==> config.mk <==
export PLATFORM = sky130hd
export DESIGN_NAME = chg_timer_ctrl
export DESIGN_NICKNAME = d
export VERILOG_FILES = /design/src/rtl/chg_pkg.sv /design/src/rtl/chg_cycle_timer.sv /design/src/rtl/chg_temp_latch.sv /design/src/rtl/chg_fsm.sv /design/src/rtl/chg_status_drv.sv /design/src/rtl/chg_timer_ctrl.sv
export SDC_FILE = /design/constraint.sdc
export NUM_CORES = 1
export LEC_CHECK = 0
export ABC_AREA = 0
export BUFFER_PORTS_ARGS = -buffer_cell sky130_fd_sc_hd__clkbuf_2
export CELL_PAD_IN_SITES_DETAIL_PLACEMENT = 1
export CELL_PAD_IN_SITES_GLOBAL_PLACEMENT = 2
export CORE_ASPECT_RATIO = 0.5
export CORE_MARGIN = 3
export CORE_UTILIZATION = 37
export CTS_CLUSTER_DIAMETER = 120
export CTS_CLUSTER_SIZE = 30
export DETAILED_ROUTE_END_ITERATION = 12
export GPL_TIMING_DRIVEN = 0
export PLACE_DENSITY = 0.81
export SYNTH_ARGS = -nofsm -noshare
export SYNTH_HDL_FRONTEND = slang
export SYNTH_SLANG_ARGS = --single-unit
==> constraint.sdc <==
create_clock -name clk_i -period 3.01 [get_ports clk_i]
set_clock_uncertainty 0.05 [all_clocks]
set_input_delay 0.7525 -clock clk_i [delete_from_list [all_inputs] [get_ports clk_i]]
set_output_delay 0.7525 -clock clk_i [all_outputs]
set_load 0.1 [all_outputs]
==> src/rtl/chg_pkg.sv <==
package chg_pkg;
  typedef enum logic [2:0] {
    ST_OFF  = 3'd0,
    ST_PRE  = 3'd1,
    ST_CHG  = 3'd2,
    ST_STBY = 3'd3,
    ST_DONE = 3'd4,
    ST_BAD  = 3'd5,
    ST_TEMP = 3'd6
  } chg_state_e;
endpackage

==> src/rtl/chg_cycle_timer.sv <==
module chg_cycle_timer #(
  parameter int unsigned CYCLE_TICKS = 4096,
  localparam int unsigned TW = $clog2(CYCLE_TICKS + 1),
  localparam int unsigned EIGHTH = CYCLE_TICKS >> 3
) (
  input  logic          clk_i,
  input  logic          rst_ni,
  input  logic          tick_i,
  input  logic          run_i,
  input  logic          clr_i,
  output logic [TW-1:0] cnt_o,
  output logic          eighth_o,
  output logic          full_o
);
  logic [TW-1:0] cnt_q;

  always_ff @(posedge clk_i or negedge rst_ni) begin
    if (!rst_ni)                                 cnt_q <= '0;
    else if (clr_i)                              cnt_q <= '0;
    else if (run_i && tick_i && !full_o)         cnt_q <= cnt_q + 1'b1;
  end

  assign cnt_o    = cnt_q;
  assign eighth_o = (cnt_q >= TW'(EIGHTH));
  assign full_o   = (cnt_q >= TW'(CYCLE_TICKS));

  p_cnt_bound_r8: assert property (@(posedge clk_i) disable iff (!rst_ni)
    cnt_q <= TW'(CYCLE_TICKS));

  p_cnt_step_r2: assert property (@(posedge clk_i) disable iff (!rst_ni)
    !$stable(cnt_q) |-> (cnt_q == '0 || cnt_q == $past(cnt_q) + 1'b1));
endmodule

==> src/rtl/chg_temp_latch.sv <==
module chg_temp_latch (
  input  logic clk_i,
  input  logic rst_ni,
  input  logic hot_i,
  input  logic cold_i,
  input  logic ok_i,
  output logic flt_o
);
  logic flt_q;

  always_ff @(posedge clk_i or negedge rst_ni) begin
    if (!rst_ni)             flt_q <= 1'b0;
    else if (hot_i || cold_i) flt_q <= 1'b1;
    else if (ok_i)           flt_q <= 1'b0;
  end

  assign flt_o = flt_q;

  p_temp_hold_r6: assert property (@(posedge clk_i) disable iff (!rst_ni)
    (flt_q && !ok_i) |=> flt_q);
endmodule

==> src/rtl/chg_fsm.sv <==
module chg_fsm
  import chg_pkg::*;
(
  input  logic       clk_i,
  input  logic       rst_ni,
  input  logic       shdn_i,
  input  logic       timer_mode_i,
  input  logic       bat_low_i,
  input  logic       temp_flt_i,
  input  logic       c10_low_i,
  input  logic       die_hot_i,
  input  logic       eighth_i,
  input  logic       full_i,
  output chg_state_e st_o
);
  chg_state_e st_q, st_d;
  logic       stby_therm_q, stby_therm_d;
  chg_state_e resume_st;

  assign resume_st = bat_low_i ? ST_PRE : ST_CHG;

  always_comb begin
    st_d         = st_q;
    stby_therm_d = stby_therm_q;
    if (shdn_i) st_d = ST_OFF;
    else begin
      unique case (st_q)
        ST_OFF: st_d = resume_st;
        ST_PRE, ST_CHG: begin
          if (temp_flt_i) st_d = ST_TEMP;
          else if (timer_mode_i) begin
            if (bat_low_i && eighth_i) st_d = ST_BAD;
            else if (full_i)           st_d = ST_DONE;
            else                       st_d = resume_st;
          end else if (c10_low_i) begin
            st_d         = ST_STBY;
            stby_therm_d = die_hot_i;
          end else st_d = resume_st;
        end
        ST_STBY: begin
          if (temp_flt_i)                         st_d = ST_TEMP;
          else if (stby_therm_q ? !die_hot_i : bat_low_i) st_d = resume_st;
        end
        ST_TEMP: if (!temp_flt_i) st_d = resume_st;
        ST_BAD:  if (!bat_low_i)  st_d = ST_CHG;
        ST_DONE: if (bat_low_i)   st_d = ST_PRE;
        default: st_d = ST_OFF;
      endcase
    end
  end

  always_ff @(posedge clk_i or negedge rst_ni) begin
    if (!rst_ni) begin
      st_q         <= ST_OFF;
      stby_therm_q <= 1'b0;
    end else begin
      st_q         <= st_d;
      stby_therm_q <= stby_therm_d;
    end
  end

  assign st_o = st_q;

  p_shdn_off_r1: assert property (@(posedge clk_i) disable iff (!rst_ni)
    shdn_i |=> st_q == ST_OFF);

  p_no_bad_c10_r9: assert property (@(posedge clk_i) disable iff (!rst_ni)
    (!timer_mode_i && st_q != ST_BAD) |=> st_q != ST_BAD);
endmodule

==> src/rtl/chg_status_drv.sv <==
module chg_status_drv
  import chg_pkg::*;
(
  input  chg_state_e st_i,
  output logic       chg_en_o,
  output logic       chrg_low_o,
  output logic       fault_low_o,
  output logic       ss_dis_o
);
  always_comb begin
    {chg_en_o, chrg_low_o, fault_low_o, ss_dis_o} = 4'b0000;
    unique case (st_i)
      ST_PRE, ST_CHG: {chg_en_o, chrg_low_o} = 2'b11;
      ST_BAD:         {fault_low_o, ss_dis_o} = 2'b11;
      ST_TEMP:        {chrg_low_o, fault_low_o, ss_dis_o} = 3'b111;
      default:        ;
    endcase
  end

  always_comb begin
    a_en_no_fault_r4: assert (!(chg_en_o && fault_low_o));
  end
endmodule

==> src/rtl/chg_timer_ctrl.sv <==
module chg_timer_ctrl
  import chg_pkg::*;
#(
  parameter int unsigned CYCLE_TICKS = 4096,
  localparam int unsigned TW = $clog2(CYCLE_TICKS + 1)
) (
  input  logic clk_i,
  input  logic rst_ni,
  input  logic tick_i,
  input  logic shdn_i,
  input  logic timer_mode_i,
  input  logic bat_low_i,
  input  logic temp_hot_i,
  input  logic temp_cold_i,
  input  logic temp_ok_i,
  input  logic c10_low_i,
  input  logic die_hot_i,
  output logic chg_en_o,
  output logic chrg_low_o,
  output logic fault_low_o,
  output logic ss_dis_o
);
  chg_state_e    st;
  logic [TW-1:0] cnt;
  logic          eighth, full, temp_flt, run, clr;

  assign run = timer_mode_i && (st == ST_PRE || st == ST_CHG);
  assign clr = shdn_i || st == ST_OFF || st == ST_BAD || st == ST_DONE;

  chg_cycle_timer #(.CYCLE_TICKS(CYCLE_TICKS)) i_timer (
    .clk_i, .rst_ni, .tick_i, .run_i(run), .clr_i(clr),
    .cnt_o(cnt), .eighth_o(eighth), .full_o(full)
  );

  chg_temp_latch i_temp (
    .clk_i, .rst_ni, .hot_i(temp_hot_i), .cold_i(temp_cold_i),
    .ok_i(temp_ok_i), .flt_o(temp_flt)
  );

  chg_fsm i_fsm (
    .clk_i, .rst_ni, .shdn_i, .timer_mode_i, .bat_low_i,
    .temp_flt_i(temp_flt), .c10_low_i, .die_hot_i,
    .eighth_i(eighth), .full_i(full), .st_o(st)
  );

  chg_status_drv i_stat (
    .st_i(st), .chg_en_o, .chrg_low_o, .fault_low_o, .ss_dis_o
  );

  p_temp_freeze_r7: assert property (@(posedge clk_i) disable iff (!rst_ni)
    st == ST_TEMP |=> $stable(cnt));

  p_bad_cnt_zero_r4: assert property (@(posedge clk_i) disable iff (!rst_ni)
    (st == ST_BAD && $past(st) == ST_BAD) |-> cnt == '0);
endmodule

==> impl_results.rst <==
.. list-table::
   :header-rows: 1

   * - Metric
     - Value
   * - Run status
     - finished, final reports clean
   * - Net Sw Power
     - 0.562 mW
   * - Clock share of power
     - a little under a fifth
   * - Total Die Area
     - 4080 sq um
   * - Via count
     - 1084
   * - Final cell count without fillers
     - approximately 190
   * - Routed Antenna Nets
     - 0
   * - Wire length of the first global-routing pass
     - about 5.3 mm
   * - Period utilization
     - 88.2%
   * - Total Power
     - ~1.1 mW
   * - Drt first pass iters
     - 4
   * - Area fraction in and, or, nand and nor cells after synthesis
     - 29.8%
   * - Measured slew at the worst slew-check pin
     - around 540 ps
   * - Iter 0 DRT Violations
     - 21
   * - Placed wire-length estimate after detailed placement
     - between 2 and 2.5 mm
   * - Cell count after synthesis
     - about 140
   * - Proportion of netlist area held by the largest area contributor
     - 36.7%
   * - Worst endpoint data arrival time
     - 1850 ps
   * - Initial Util
     - 39.8%
   * - Library cell occupying the most area in the post-synthesis netlist
     - dfrtp_1
   * - Worst-case vdd ir drop
     - approximately 0.00060 V
   * - Share of final-layout standard cells stronger than drive strength 1
     - between 10% and 20%
   * - Most common cell after layout, fill and taps aside
     - dfrtp_1
   * - Leakage
     - around 0.6 nW
   * - Count of distinct cell types in the synthesized netlist
     - 42
   * - Number of top-level design ports
     - 15
   * - Routed length per placed instance
     - about 16 um
   * - Setup-failing EPs final
     - 0
   * - Async set-reset flop share out of synthesis
     - 100%
   * - Hold buffers post-CTS
     - 0
   * - Final Util
     - between 40 and 50%
   * - Number of hold violations in the final report
     - 0
   * - Area used by multi-input combinational logic
     - 708 sq um
   * - Global-route usage over all layers
     - about 17%
   * - Sw frac
     - 50.9%
   * - Count of nets after finishing
     - approximately 170
   * - Diode insertion count for antenna repair
     - 0
   * - Synth Warn #
     - 0
   * - RSZ-0062 raised after global routing
     - false
   * - Number of global-route vias before repair
     - 1069
   * - Post-layout min period
     - around 2700 ps
   * - EDFF count, synth
     - 0
   * - Fin Setup TNS
     - 0 ps
   * - Largest cells by area after synthesis
     - dfrtp_1 (37%), xor2_1 (4.3%), nor2_1 (3.7%)
   * - Width of the die
     - about 87 um
   * - Top library cells by usage in the layout, fill and taps aside
     - dfrtp_1 (18), clkbuf_2 (13), nor2_1 (12), nand2_1 (11)
   * - Placed cells
     - around 190
   * - Post-Synthesis Mean Instance Area
     - about 9.0 sq um
   * - Vias per Instance
     - approximately 5.6
   * - Port Buffer Count
     - 13
   * - Final Instance Area
     - ~1400 sq um
   * - Post-Route WL
     - 3.00 mm
   * - Clk Latency, worst-skew pair
     - 260 ps
   * - Category of the worst setup path launch point
     - flip-flop
   * - Buffer count from post-CTS setup fixing
     - 0
   * - Synthesis-to-finish area growth
     - 13.9%
   * - Gr ovfl total
     - 0
   * - Count of cells resized by post-cts repair
     - 0
   * - Cell-internal power
     - roughly 0.54 mW
   * - Class of the tightest hold or removal check
     - input pin to async pin
   * - Setup slack at placement
     - around 650 ps
   * - Combinational family with the most area after synthesis
     - simple AND/OR/NAND/NOR gates
   * - Power share of the combinational group
     - 54.3%
   * - Most frequently used flop master after synthesis
     - dfrtp_1
   * - Number of clock sinks
     - 18
   * - Synth Area in Compound Gates
     - around 17%
   * - Element type at the critical path end
     - primary output
   * - Num CTS Buffers
     - 3
   * - Fraction of the yosys area taken by sequential cells
     - between 30% and 40%
   * - TritonCTS clock tree
     - built
   * - Maximum Capacitance Violations
     - 0
   * - Cell at the root of the clock tree
     - clkbuf_8
   * - Sequential power share
     - a little over a quarter
   * - Post-synth net total
     - about 150
   * - Initial antenna violation count
     - 0
   * - Max Clk Rate
     - ~0.38 GHz
   * - Crit path kind
     - flip-flop to primary output
   * - Number of fill cells
     - ~380
   * - Drc violations
     - 0
   * - Synthesized flop and latch total
     - 18
   * - Worst-path maximum fanout
     - 10
   * - Placed inst area
     - 1340 sq um
   * - Post-synthesis adder-cell area fraction
     - slightly above 2%
   * - Clock slew seen by the registers of the worst setup and hold paths
     - 80 ps
   * - Area of the mapped netlist
     - between 1000 and 1500 sq um
   * - Total number of placement rows
     - 14
   * - H-tree level count
     - 1
   * - RePlAce Congestion
     - about 0.74
   * - Min setup slack post-route
     - 354 ps
   * - Final Hold Slack
     - 388 ps
   * - Sequential Area
     - around 450 sq um
   * - WP data required
     - roughly 2200 ps
   * - Maximum number of pins on one net before global-route repair
     - 19
   * - Fraction of synthesized area in multiplexers
     - 3.47%
   * - Number of slew-limit violations in the final report
     - 0
   * - Area inside the core boundary
     - 3080 sq um
   * - Slew HR
     - ~64%
   * - Vertical extent of the die
     - approximately 47 um
   * - Power density cells
     - 790 nW/um^2
   * - CTS Buffer Depth
     - 2
   * - Xor and xnor fraction of the mapped netlist area
     - under 10%
[final timing paths]
kind | from | slack, ps | end | cells past startpoint
setup / recovery | i_fsm.st_o[2]$_DFFE_PN0P_ | 350 | ss_dis_o | 4
hold / removal | rst_ni | 390 | i_fsm.st_o[1]$_DFFE_PN0P_ | 1
setup reg to reg | i_fsm.st_o[2]$_DFFE_PN0P_ | 1260 | i_timer.cnt_o[7]$_DFFE_PN0P_ | 5
hold reg to reg | i_fsm.stby_therm_q$_DFFE_PN0P_ | 490 | i_fsm.stby_therm_q$_DFFE_PN0P_ | 1
max in group asynchronous | rst_ni | 2180 | i_timer.cnt_o[0]$_DFFE_PN0P_ | 1
min in group clk_i | i_fsm.stby_therm_q$_DFFE_PN0P_ | 490 | i_fsm.stby_therm_q$_DFFE_PN0P_ | 1
[cell usage after synthesis (2+ instances only)]
master and instances:
clkbuf_1 3, inv_1 5, xor2_1 6, a211oi_1 3, buf_4 3, nor4b_1 2, mux2_2 2, ha_1 2
a211o_1 2, nand2b_1 5, nor2b_1 2, o211ai_1 3, a221oi_1 2, a21oi_1 6, nand2_1 11, and4bb_2 2
nor2_1 12, o22ai_1 3, buf_2 3, nand3_1 6, nand4_1 2, and3_1 4, dfrtp_1 18, a21o_1 2
or4_1 2, or3_1 3, mux2i_1 2, o21ai_0 6
[routing by layer]
metal	vias to the layer above	global-route usage (%)	share of wire, %
met1	542	22.8	50
li1	527	-	-
met5	-	0	0
met4	0	3.67	0.70
met2	13	28.6	47
met3	2	3.21	2.0
[flip-flops by register name (all words and copies together), names as in the netlist]
name / flops
i_temp.flt_o: 1
i_fsm.stby_therm_q: 1
i_timer.cnt_o: 13
i_fsm.st_o: 3
[worst max-delay path: stages, from the launching register on]
cell and delay, ps:
dfrtp_1 480, clkbuf_1 370, and2_1 210, buf_4 100, clkbuf_2 440
[cell families (layout without fill, tap and decap cells)]
family,Yosys count,in the layout
multiplexers,4,4
adder cells (fa/ha/maj),2,2
XOR/XNOR,7,7
flip-flops,18,18
AO/OA/AOI/OAI,32,32
AND/OR/NAND/NOR,59,59
buffers and inverters,14,31
[power groups by stage]
stage | Sequential (mW) | Combinational, mW | Clock (mW)
2_1_floorplan | 0.289 | 0.492 | 0
3_3_place_gp | 0.301 | 0.603 | 0
3_5_place_dp | 0.302 | 0.602 | 0
4_1_cts | 0.298 | 0.605 | 0.216
5_1_grt | 0.305 | 0.647 | 0.230
6_report | 0.298 | 0.600 | 0.206
[area by class of cell]
| class | count | share of cell area (%) |
|---|---|---|
| repair buffers | 13 | 4.66 |
| flip-flops and latches | 18 | 32.3 |
| clock buffers | 4 | 3.94 |
| plain buffers | 9 | 3.49 |
| multi-input cells | 104 | 50.7 |
| well taps | 40 | 3.58 |
| inverters | 5 | 1.34 |
Power figures use the tool's default switching activity.
